**src/rtl/vbi_pkg.sv**
```systemverilog
package vbi_pkg;

  typedef enum logic [1:0] {
    REF_FIXED    = 2'd0,
    REF_PROG     = 2'd1,
    REF_FIXED_M1 = 2'd2,
    REF_FIXED_M2 = 2'd3
  } ref_sel_e;

  typedef struct packed {
    ref_sel_e   ref_sel;
    logic [4:0] line;
  } pos_reg_t;

  // Line whose clock run-in sets the slice level.
  function automatic logic [7:0] ref_line_f(input ref_sel_e sel,
                                            input logic [4:0] prog,
                                            input logic [7:0] fixed);
    case (sel)
      REF_FIXED:    return fixed;
      REF_PROG:     return {3'b000, prog};
      REF_FIXED_M1: return fixed - 8'd1;
      default:      return fixed - 8'd2;
    endcase
  endfunction

  // True when the phase has reached half of a known, nonzero period.
  function automatic logic past_half_f(input logic [15:0] phase,
                                       input logic [15:0] period);
    return (period != 16'd0) && (phase >= (period >> 1));
  endfunction

endpackage

```
**src/rtl/vbi_edge_sync.sv**
```systemverilog
module vbi_edge_sync #(
  parameter int STAGES = 2
) (
  input  logic clk,
  input  logic rst_n,
  input  logic din,
  output logic rise_o,
  output logic fall_o
);
  logic [STAGES:0] chain;

  always_ff @(posedge clk or negedge rst_n) begin
    if (!rst_n) chain <= '0;
    else        chain <= {chain[STAGES-1:0], din};
  end

  assign rise_o =  chain[STAGES-1] & ~chain[STAGES];
  assign fall_o = ~chain[STAGES-1] &  chain[STAGES];
endmodule

```
**src/rtl/vbi_line_counter.sv**
```systemverilog
module vbi_line_counter #(
  parameter int LINE_W = 6
) (
  input  logic              clk,
  input  logic              rst_n,
  input  logic              clr_i,
  input  logic              inc_i,
  output logic [LINE_W-1:0] cnt_o,
  output logic              start_o
);
  localparam logic [LINE_W-1:0] CNT_MAX = {LINE_W{1'b1}};

  always_ff @(posedge clk or negedge rst_n) begin
    if (!rst_n) begin
      cnt_o   <= CNT_MAX;
      start_o <= 1'b0;
    end else begin
      start_o <= clr_i | inc_i;
      if (clr_i)                         cnt_o <= '0;
      else if (inc_i && cnt_o != CNT_MAX) cnt_o <= cnt_o + 1'b1;
    end
  end
endmodule

```
**src/rtl/vbi_field_track.sv**
```systemverilog
module vbi_field_track
  import vbi_pkg::*;
#(
  parameter int PER_W = 10
) (
  input  logic clk,
  input  logic rst_n,
  input  logic h_rise_i,
  input  logic v_fall_i,
  output logic late_o,
  output logic field_o
);
  localparam logic [PER_W-1:0] PH_MAX = {PER_W{1'b1}};

  logic [PER_W-1:0] phase;
  logic [PER_W-1:0] period;

  always_ff @(posedge clk or negedge rst_n) begin
    if (!rst_n) begin
      phase  <= '0;
      period <= '0;
    end else if (h_rise_i) begin
      phase  <= '0;
      period <= phase;
    end else if (phase != PH_MAX) begin
      phase  <= phase + 1'b1;
    end
  end

  assign late_o = past_half_f(16'(phase), 16'(period));

  always_ff @(posedge clk or negedge rst_n) begin
    if (!rst_n)        field_o <= 1'b0;
    else if (v_fall_i) field_o <= late_o ? 1'b1 : ~field_o;
  end
endmodule

```
**src/rtl/vbi_line_sel.sv**
```systemverilog
module vbi_line_sel
  import vbi_pkg::*;
#(
  parameter int LINE_W      = 6,
  parameter int FIXED_LINE  = 21,
  parameter int PER_W       = 10,
  parameter int SYNC_STAGES = 2
) (
  input  logic              clk,
  input  logic              rst_n,
  input  logic              hsep_i,
  input  logic              vsep_i,
  input  logic              cfg_we_i,
  input  logic              cfg_sel_i,
  input  logic [6:0]        cfg_data_i,
  output logic              slice_en_o,
  output logic              ref_stb_o,
  output logic              field_o,
  output logic [LINE_W-1:0] line_cnt_o
);
  localparam int N_SYNC = 2;
  localparam logic [7:0] FIXED8 = 8'(FIXED_LINE);

  logic [N_SYNC-1:0] raw_sync, rise_v, fall_v;
  logic h_rise, v_fall, late_fall, line_start, field;
  logic [LINE_W-1:0] line_cnt;
  pos_reg_t pos_pend, pos_act;
  logic fsel_pend, fsel_act;
  logic match_prog, match_fixed, at_ref;

  assign raw_sync = {vsep_i, hsep_i};

  for (genvar g = 0; g < N_SYNC; g++) begin : g_sync
    vbi_edge_sync #(.STAGES(SYNC_STAGES)) u_sync (
      .clk(clk), .rst_n(rst_n), .din(raw_sync[g]),
      .rise_o(rise_v[g]), .fall_o(fall_v[g])
    );
  end

  assign h_rise = rise_v[0];
  assign v_fall = fall_v[1];

  vbi_line_counter #(.LINE_W(LINE_W)) u_cnt (
    .clk(clk), .rst_n(rst_n), .clr_i(v_fall), .inc_i(h_rise),
    .cnt_o(line_cnt), .start_o(line_start)
  );

  vbi_field_track #(.PER_W(PER_W)) u_field (
    .clk(clk), .rst_n(rst_n), .h_rise_i(h_rise), .v_fall_i(v_fall),
    .late_o(late_fall), .field_o(field)
  );

  // Writes are held, then applied together at the field boundary.
  always_ff @(posedge clk or negedge rst_n) begin
    if (!rst_n) begin
      pos_pend  <= '0;
      pos_act   <= '0;
      fsel_pend <= 1'b0;
      fsel_act  <= 1'b0;
    end else begin
      if (cfg_we_i && !cfg_sel_i) pos_pend  <= pos_reg_t'(cfg_data_i);
      if (cfg_we_i &&  cfg_sel_i) fsel_pend <= cfg_data_i[1];
      if (v_fall) begin
        pos_act  <= pos_pend;
        fsel_act <= fsel_pend;
      end
    end
  end

  assign match_prog  = (line_cnt == LINE_W'(pos_act.line));
  assign match_fixed = (line_cnt == LINE_W'(FIXED_LINE));
  assign at_ref      = (line_cnt == LINE_W'(ref_line_f(pos_act.ref_sel, pos_act.line, FIXED8)));

  assign slice_en_o = match_prog | match_fixed;
  assign ref_stb_o  = line_start & at_ref & (field == fsel_act);
  assign field_o    = field;
  assign line_cnt_o = line_cnt;
endmodule

```
**config.mk**
```make
export PLATFORM = sky130hd
export DESIGN_NAME = vbi_line_sel
export DESIGN_NICKNAME = d
export VERILOG_FILES = /design/src/rtl/vbi_pkg.sv /design/src/rtl/vbi_edge_sync.sv /design/src/rtl/vbi_line_counter.sv /design/src/rtl/vbi_field_track.sv /design/src/rtl/vbi_line_sel.sv
export SDC_FILE = /design/constraint.sdc
export NUM_CORES = 1
export LEC_CHECK = 0
export BUFFER_PORTS_ARGS = -buffer_cell sky130_fd_sc_hd__buf_2
export CAP_MARGIN = 15
export CORE_UTILIZATION = 59
export CTS_CLUSTER_SIZE = 20
export DETAILED_ROUTE_END_ITERATION = 10
export HOLD_SLACK_MARGIN = 0.05
export PLACE_DENSITY_LB_ADDON = 0.08
export SYNTH_ARGS = -nofsm -noshare
export SYNTH_HDL_FRONTEND = slang
export SYNTH_SLANG_ARGS = --single-unit
export TNS_END_PERCENT = 10
```
**constraint.sdc**
```tcl
create_clock -name clk -period 1.7 [get_ports clk]
set_clock_uncertainty 0.05 [all_clocks]
set_input_delay 0.17 -clock clk [delete_from_list [all_inputs] [get_ports clk]]
set_output_delay 0.17 -clock clk [all_outputs]
set_load 0.01 [all_outputs]
```
* Word level (Yosys, flattened, before mapping) *
Cells that the tools add are included.

word-level totals
  flip-flop bits (word level) = 50
  bits in latches = 0
  memory bits (writable) = 0
  memory bits (read-only) = 0
  input bits = 13
  memories = 0

cells by class
  $add $sub $neg = 2
  multipliers = 0
  divide/modulo/power cells = 0
  magnitude comparators = 1
  equal/unequal tests = 8
  shifts and indexed selects = 0
  muxes and demuxes = 6
  bitwise logic cells = 9
  reductions and logical operators = 9

operator list
  kind                     count
  $mux W10                 2
  $pmux W5 S3              1
  $mux W6                  2
  $add A10 B1 Y10 const B  1
  $ge A10 B9 Y1            1
  $ne A10 B10 Y1 const B   1
  $reduce_bool A10 Y1      1
  $add A6 B1 Y6 const B    1
  $eq A6 B5 Y1             1
  $eq A6 B5 Y1 const B     1
  $eq A6 B6 Y1             1
  $ne A6 B6 Y1 const B     1
  $and A1 B1 Y1            4
  $logic_and A1 B1 Y1      4
  $reduce_bool A2 Y1       2
  $not A1 Y1               3
  $eq A2 B1 Y1 const B     1
  $eq A2 B2 Y1 const B     1
  $logic_not A2 Y1         1
  $or A1 B1 Y1             2
  $eq A1 B1 Y1             1
  $logic_not A1 Y1         1
  $mux W1                  1

* Longest topological paths before layout *
Gate-level depths: netlist of run 1.

  word-level depth = 5
  depth in mapped cells = 6

* Hierarchy *
From an unflattened synthesis of run 1, not the netlist that was laid out.

second synthesis, totals
  cell total of the unflattened synthesis = 255
  area total of the unflattened synthesis = 2,625.0 µm²

by module, submodules not included
  module            instances  cells an instance  area an instance (µm²)  sequential area each (µm²)
  vbi_field_track   1          125                1,183.6                 525.5
  vbi_line_sel      1          78                 849.6                   400.4
  vbi_line_counter  1          42                 411.6                   182.7
  vbi_edge_sync     2          5                  90.1                    75.1

* Worst setup path before layout of run 1 *
Ideal clock, no wire load.

  path type = flip-flop to output port
  start = register u_cnt.cnt_o[2]
  end = output port ref_stb_o
  arrival = 1.598 ns
  slack = -0.118 ns
  cell stages (with the launch flop) = 6
  cell sequence = dfstp_2 > buf_4 > nand2_1 > a2111oi_2 > a311oi_1 > nor4_1

on the way
  longest elaborated chain between the ends = 3

RTL lines
  item                         line                    text
  start, declared              vbi_line_counter.sv:8   output logic [LINE_W-1:0] cnt_o,
  start signal, assigned       vbi_line_counter.sv:20  else if (inc_i && cnt_o != CNT_MAX) cnt_o <= cnt_o + 1'b1;
  $eq A6 B6 Y1                 vbi_line_sel.sv:72      assign at_ref = (line_cnt == LINE_W'(ref_line_f(pos_act.ref_sel, pos_act.line, FIXED8)));
  $and A1 B1 Y1 (2 in series)  vbi_line_sel.sv:75      assign ref_stb_o = line_start & at_ref & (field == fsel_act);
  end, declared                vbi_line_sel.sv:17      output logic ref_stb_o,

Every way passes these cells.

* Final worst setup path of run 1 *
Same ends and word-level chain as after synthesis.

==> metrics.md, run 1 <==
| Metric | Value |
|---|---|
| Run status | `complete, but fails checks` |
| Violations in the final reports | `negative setup slack` |
| Critical-path maximum fanout | `10` |
| Starting Density | `between 60% and 70%` |
| Filler cell count in the final layout | `between 300 and 400` |
| Number of flops mapped to enable cells by yosys | `0` |
| Total wire length after detailed routing | `4907 um` |
| # rows | `23` |
| First-pass GRT wire length | `7907 um` |
| Slew margin rel. | `about three quarters` |
| Worst Hold Class | `primary input to flip-flop` |
| Number of DRC markers in iteration 0 | `84` |
| Number of H-tree levels | `2` |
| Total via count in the routed design | `1883` |
| Post-synthesis register bit count | `50` |
| Die boundary width | `between 60 and 70 um` |
| # diodes | `0` |
| Final number of max-transition violations | `0` |
| Commonest non-fill, non-tap cells in the layout | `sky130_fd_sc_hd__dfrtp_1, sky130_fd_sc_hd__nand2_1, sky130_fd_sc_hd__buf_2, sky130_fd_sc_hd__o21ai_0, sky130_fd_sc_hd__mux2_2` |
| Number of buffers inserted during clock tree synthesis | `5` |
| Remaining global-route overflow | `0` |
| Number of setup violations in the final report | `2` |
| IO Count | `22` |
| Final routed DRC violation total | `0` |
| Longest Clk Path Bufs | `2` |
| Ys flop type | `sky130_fd_sc_hd__dfrtp_1` |
| Port buffer count | `21` |
| CTS tree | `built` |
| IR drop worst, VDD | `630.8 uV` |
| Crit path setup slack, layout | `-249.9 ps` |
| Leakage power figure | `1.318 nW` |
| Count of final hold-check violations | `0` |
| Non-filler instance count after layout | `334` |
| Crit path cell chain | `buf_6 > nand2b_1 > o221a_2 > nor4_2 > buf_2` |
| Instance count of the mapped netlist | `238` |
| Detail Route Antenna Nets | `0` |
| Syn nets | `263` |
| Clock network latency to the later pin of the worst-skew pair | `about 300 ps` |
| Area inside the core boundary | `4029 um2` |
| Crit path required time | `about 1500 ps` |
| Worst-Margin Slew | `344.7 ps` |
| Number of buffer and inverter stages on the critical path | `2` |
| Max incr delay on CP | `570 ps` |
| Average wire per standard cell | `~15 um` |
| Average cell area after synthesis | `~11 um2` |
| Total routing resource utilization after global routing | `23.88%` |
| Critical Path End Type | `output port` |
| Area fraction of the dominant cell type after synthesis | `43.89%` |
| Gpl congestion | `0.7809` |
| Area of the die | `4517 um2` |
| FMAX | `between 0.5 and 0.6 GHz` |
| Largest net degree at the start of global routing | `51` |
| Critical setup path kind | `flip-flop to output port` |
| Worst path top cell family by delay | `flip-flops` |
| Setup crit start kind | `flip-flop` |
| Total number of clock tree sinks | `50` |
| Final worst path period need | `1950 ps` |
| Warnings, synthesis | `0` |
| Post-synthesis async set-or-reset flop share | `between 90% and 100%` |
| Vias in the first global route | `between 1500 and 2000` |
| Clock-pin slew on the worst setup and hold paths | `90 ps` |
| Final Net Count | `308` |
| PwrDens | `1027 nW/um2` |
| Number of max-cap violations | `0` |
| Vertical extent of the die | `67.21 um` |
| Via count normalized by instance count | `5.638` |
| Unrepaired setup endpoints after global routing | `true` |
| Worst-case register-to-register setup slack | `50 ps` |
| Cell Area, Synth | `~2500 um2` |
| Number of placed instances, taps included | `311` |
| DR pass1 iterations | `4` |
| Number of antenna violations at the first check in global routing | `0` |
| Layout cells sized above 1 | `28.87%` |
| Root buffer cell | `sky130_fd_sc_hd__clkbuf_8` |
| Final period util | `114.7%` |
| Post-detailed-placement half-perimeter wirelength | `3175 um` |
| Area Overhead vs Synth | `20.90%` |
| Post-synthesis cell type count | `44` |
| Cell taking the most area after synthesis | `sky130_fd_sc_hd__dfrtp_1` |
| Sequential area share after synthesis | `about half` |
| Most common cell after layout, fill and taps aside | `sky130_fd_sc_hd__dfrtp_1` |
| Cell type of the slowest stage on the worst timing path | `sky130_fd_sc_hd__dfstp_2` |
| Synth top area cells | `sky130_fd_sc_hd__dfrtp_1, sky130_fd_sc_hd__mux2_2, sky130_fd_sc_hd__dfstp_2, sky130_fd_sc_hd__ha_1, sky130_fd_sc_hd__nand2_1` |
| Critical Path AT | `1730 ps` |
| Worst-case setup slack after placement | `-27.40 ps` |
==> cell families after synthesis <==
group | count (synthesis) | share of synthesized area [%]
AO/OA/AOI/OAI | 46 | 11.52
XOR/XNOR | 12 | 4.189
adder cells (fa/ha/maj) | 12 | 5.985
buffers and inverters | 23 | 3.790
flip-flops | 50 | 50.17
multiplexers | 18 | 7.980
AND/OR/NAND/NOR | 77 | 16.36
==> synthesized netlist by cell type (4+ instances only) <==
library cell / number
sky130_fd_sc_hd__dfrtp_1: 44
sky130_fd_sc_hd__nand2_1: 25
sky130_fd_sc_hd__o21ai_0: 18
sky130_fd_sc_hd__mux2_2: 16
sky130_fd_sc_hd__inv_1: 13
sky130_fd_sc_hd__ha_1: 12
sky130_fd_sc_hd__nor2_1: 12
sky130_fd_sc_hd__a21oi_1: 11
sky130_fd_sc_hd__xnor2_1: 10
sky130_fd_sc_hd__dfstp_2: 6
sky130_fd_sc_hd__nor2b_1: 6
sky130_fd_sc_hd__clkbuf_1: 5
sky130_fd_sc_hd__a211oi_1: 4
sky130_fd_sc_hd__nand3_1: 4
sky130_fd_sc_hd__nand4_1: 4
sky130_fd_sc_hd__nor4_1: 4
==> worst register-to-register path, delay by kind of cell, from the launching register on <==
kind | cells | cell delay, ps
AOI/OAI and AO/OA | 1 | 90
adders and majority gates | 1 | 200
and+or+nand+nor | 2 | 360
DFF | 1 | 630
muxes | 1 | 270
==> flip-flops by register name, indices dropped and copies added (netlist names) <==
signal,count
u_field.period,10
u_field.phase,10
pos_act,7
pos_pend,7
g_sync.u_sync.chain,6
u_cnt.cnt_o,6
fsel_act,1
fsel_pend,1
u_cnt.start_o,1
u_field.field_o,1
==> timing repair <==
item | CTS | global route
pin swaps | 4 | 4
hold buffers | 9 | 1
setup buffers | 2 | 3
endpoints found under the hold margin | 52 | 1
setup endpoints to repair | 3 | 7
resized for setup | 5 | 10
cloned | 0 | 0
==> power by group <==
group          total (W)  internal [W]  switching [W]
sequential       0.00156       0.00137       0.000192
combinational   0.000787      0.000417       0.000370
clock           0.000763      0.000373       0.000389
==> metrics by stage <==
stage	setup TNS [ps]	util (%)	hold WS [ps]	area [um2]	power [W]
6_report	-417.9	75.28	148.9	3033	0.003114
5_1_grt	-630.2	75.28	156.2	3033	0.003311
4_1_cts	-437.9	73.66	51.15	2968	0.003098
3_5_place_dp	-27.40	67.98	129.1	2739	0.002277
3_3_place_gp	0	67.98	131.1	2739	0.002261
2_1_floorplan	0	-	-175.6	2519	0.002030
==> area by class of cell <==
type	count	area, um2	share of cell area [%]
clock buffer	7	96.34	3.177
clock inverter	1	8.758	0.2888
tap	50	62.56	2.063
inverter	13	48.80	1.609
sequential	50	1261	41.58
multi-input combinational	165	1206	39.77
timing repair buffer	48	349.1	11.51
==> final timing paths <==
path | start | to | cells past startpoint
min in group asynchronous | rst_n | pos_pend[6] | 3
setup / recovery | u_cnt.cnt_o[2] | ref_stb_o | 5
setup reg to reg | u_cnt.cnt_o[1] | u_cnt.cnt_o[1] | 5
hold / removal | cfg_sel_i | fsel_pend | 3
hold reg to reg | g_sync[0].u_sync.chain[0] | g_sync[0].u_sync.chain[1] | 0
max in group asynchronous | rst_n | u_cnt.cnt_o[4] | 3
==> layer usage <==
metal  part of all wire, %  vias to the layer above  track usage (%)
met5                     0                        -                0
met4                   2.1                        0            10.37
met3                   2.0                        8            5.068
met2                    52                       22            42.13
met1                    44                      925            27.75
li1                      -                      928                -
(Power assumes the default switching activity.)
==> run 2: changes to the inputs <==
--- a/config.mk
+++ b/config.mk
@@ -7,7 +7,8 @@
 export LEC_CHECK = 0
 export BUFFER_PORTS_ARGS = -buffer_cell sky130_fd_sc_hd__buf_2
 export CAP_MARGIN = 15
-export CORE_UTILIZATION = 59
+export CORE_MARGIN = 3
+export CORE_UTILIZATION = 35
 export CTS_CLUSTER_SIZE = 20
 export DETAILED_ROUTE_END_ITERATION = 10
 export HOLD_SLACK_MARGIN = 0.05
==> run 2 against run 1 <==
  * The run still ends with negative setup slack left
  * Power is 1.8% lower
  * Wire length grew 5.7%
  * Non-clock buffer count fell by 2
  * Worst setup slack got worse by 100 ps
  * Critical path type unchanged
  * Fmax is 5.0% lower
  * Combinational power shrank 3.6%
  * Die area rose by 82%
  * Highest routed layer unchanged
  * Critical path depth is 1 higher
  * Register-to-register slack improved by 50 ps
  * Global-route usage shrank 10 points
  * Clock-buffer cell count fell by 2
  * Clock power down 3.4%
==> metrics.md, run 2 (same netlist as run 1, synthesis figures left out) <==
| Metric | Value |
|---|---|
| Non-filler instance count after layout | `378` |
| Total routing resource utilization after global routing | `13.62%` |
| Internal Power | `0.002064 W` |
| Largest net degree at the start of global routing | `51` |
| Worst Hold Class | `primary input to flip-flop` |
| Die boundary width | `~91 um` |
| Critical Path End Type | `output port` |
| Clock network latency to the later pin of the worst-skew pair | `310 ps` |
| Final worst path period need | `2053 ps` |
| Final period util | `120.8%` |
| Average wire per standard cell | `around 14 um` |
| Violations in the final reports | `negative setup slack` |
| Area of the die | `around 8000 um2` |
| Leakage power figure | `1.300 nW` |
| FMAX | `0.4870 GHz` |
| Root buffer cell | `sky130_fd_sc_hd__clkbuf_8` |
| Most used routing layer | `met2` |
| PwrDens | `just over 1000 nW/um2` |
| Via count normalized by instance count | `4.889` |
| Critical Path AT | `1830 ps` |
| Number of max-cap violations | `0` |
| Number of antenna violations at the first check in global routing | `0` |
| Remaining global-route overflow | `0` |
| Critical-path maximum fanout | `4` |
| Registers with the most flip-flops | `u_field.period x10, u_field.phase x10` |
| # rows | `30` |
| Number of setup violations in the final report | `2` |
| Worst-Margin Slew | `approximately 350 ps` |
| DR pass1 iterations | `4` |
| Final Net Count | `between 300 and 400` |
| Final number of max-transition violations | `0` |
| Area Overhead vs Synth | `21.10%` |
| Starting Density | `36.52%` |
| Total via count in the routed design | `1848` |
| Final routed DRC violation total | `0` |
| Critical setup path kind | `flip-flop to output port` |
| Layout cells sized above 1 | `26.95%` |
| Port buffer count | `21` |
| Most common cell after layout, fill and taps aside | `sky130_fd_sc_hd__dfrtp_1` |
| Run status | `complete, but fails checks` |
| Commonest non-fill, non-tap cells in the layout | `sky130_fd_sc_hd__dfrtp_1, sky130_fd_sc_hd__nand2_1, sky130_fd_sc_hd__buf_2, sky130_fd_sc_hd__o21ai_0, sky130_fd_sc_hd__mux2_2` |
| Met2 layer usage reported by global route | `23.90%` |
| Crit path setup slack, layout | `-353.3 ps` |
| CTS tree | `built` |
| Longest Clk Path Bufs | `2` |
| Gpl congestion | `0.7695` |
| IO Count | `22` |
| Number of placed instances, taps included | `360` |
| IR drop worst, VDD | `between 500 and 600 uV` |
| Unrepaired setup endpoints after global routing | `true` |
| First-pass GRT wire length | `~9000 um` |
| Number of buffers inserted during clock tree synthesis | `5` |
| Slew margin rel. | `76.47%` |
| Vertical extent of the die | `90.66 um` |
| Count of final hold-check violations | `0` |
| Area inside the core boundary | `6869 um2` |
| Global routing met3 resource utilization | `~3.8%` |
| Vias in the first global route | `1887` |
| Detail Route Antenna Nets | `0` |
| Switching power as a share of total power | `32.48%` |
| Comb pwr share | `24.8%` |
| Sum of negative setup slack | `-516.2 ps` |
| Total net switching power | `0.0009931 W` |
| Clock power frac | `24.1%` |
| Filler cell count in the final layout | `694` |
| Number of DRC markers in iteration 0 | `73` |
| Global routing usage on met1 | `16.20%` |
| Sequential group share of total power | `51.1%` |
| Number of H-tree levels | `2` |
| Clock-pin slew on the worst setup and hold paths | `110 ps` |
| Setup crit start kind | `flip-flop` |
| Post-detailed-placement half-perimeter wirelength | `between 3000 and 4000 um` |
| Total wire length after detailed routing | `5186 um` |
| Total number of clock tree sinks | `50` |
| # diodes | `0` |
| Crit path required time | `~1500 ps` |
-- run 2: metal layers --
layer	part of all wire, %	wire [um]
met3	2.9	150
met1	46	2408
met4	1.1	59
met2	50	2568
met5	0	0
-- run 2: power groups by stage --
stage	sequential [W]	clock, W	combinational (W)
floorplan	0.00154	0	0.000487
global placement	0.00158	0	0.000724
detailed placement	0.00158	0	0.000733
CTS	0.00156	0.000758	0.000755
global route	0.00160	0.000808	0.000874
finish	0.00156	0.000737	0.000759
-- run 2: worst paths after layout --
kind,startpoint,endpoint,slack [ps],cells after the start
worst max register to register,u_cnt.cnt_o[1],u_cnt.cnt_o[1],100,5
worst max-delay path,pos_act[2],ref_stb_o,-350,6
worst min register to register,g_sync[0].u_sync.chain[0],g_sync[0].u_sync.chain[1],310,0
min in group asynchronous,rst_n,pos_pend[0],310,3
worst min-delay path,cfg_data_i[1],fsel_pend,60,2
max in group asynchronous,rst_n,u_cnt.cnt_o[2],1000,3
-- run 2: timing repair --
item,CTS,global route
resized for setup,0,6
hold buffers,9,0
endpoints found under the hold margin,57,0
buffers inserted,0,1
pin swaps,5,1
setup endpoints to repair,2,3
-- run 2: area by class of cell --
type	count	area [um2]	share of cell area (%)
inverters	13	48.80	1.606
clock inverters	3	25.02	0.8237
well taps	96	120.1	3.954
repair buffers	46	327.8	10.79
multi-input cells	165	1187	39.09
clock buffers	5	68.82	2.265
flip-flops and latches	50	1260	41.47
-- run 2: stage by stage --
step / setup slack, ps / util, % / cell area, um2 / power [W] / hold slack [ps]
6_report: -353.3 / 44.23 / 3038 / 0.003057 / 63.89
5_1_grt: -463.2 / 44.23 / 3038 / 0.003278 / 55.05
4_1_cts: -371.8 / 43.72 / 3003 / 0.003072 / 62.84
3_5_place_dp: -42.34 / 41.04 / 2819 / 0.002316 / 132.5
3_3_place_gp: 3.514 / 41.04 / 2819 / 0.002301 / 134.8
2_1_floorplan: 2.641 / - / 2519 / 0.002030 / -175.6
-- run 2: critical path, stage by stage, from the launching register on --
cell and delay (ps):
sky130_fd_sc_hd__dfrtp_1 420, sky130_fd_sc_hd__buf_4 140, sky130_fd_sc_hd__and2b_1 170, sky130_fd_sc_hd__o21ai_0 70
sky130_fd_sc_hd__o221a_2 290, sky130_fd_sc_hd__nor4_2 260, sky130_fd_sc_hd__buf_2 170
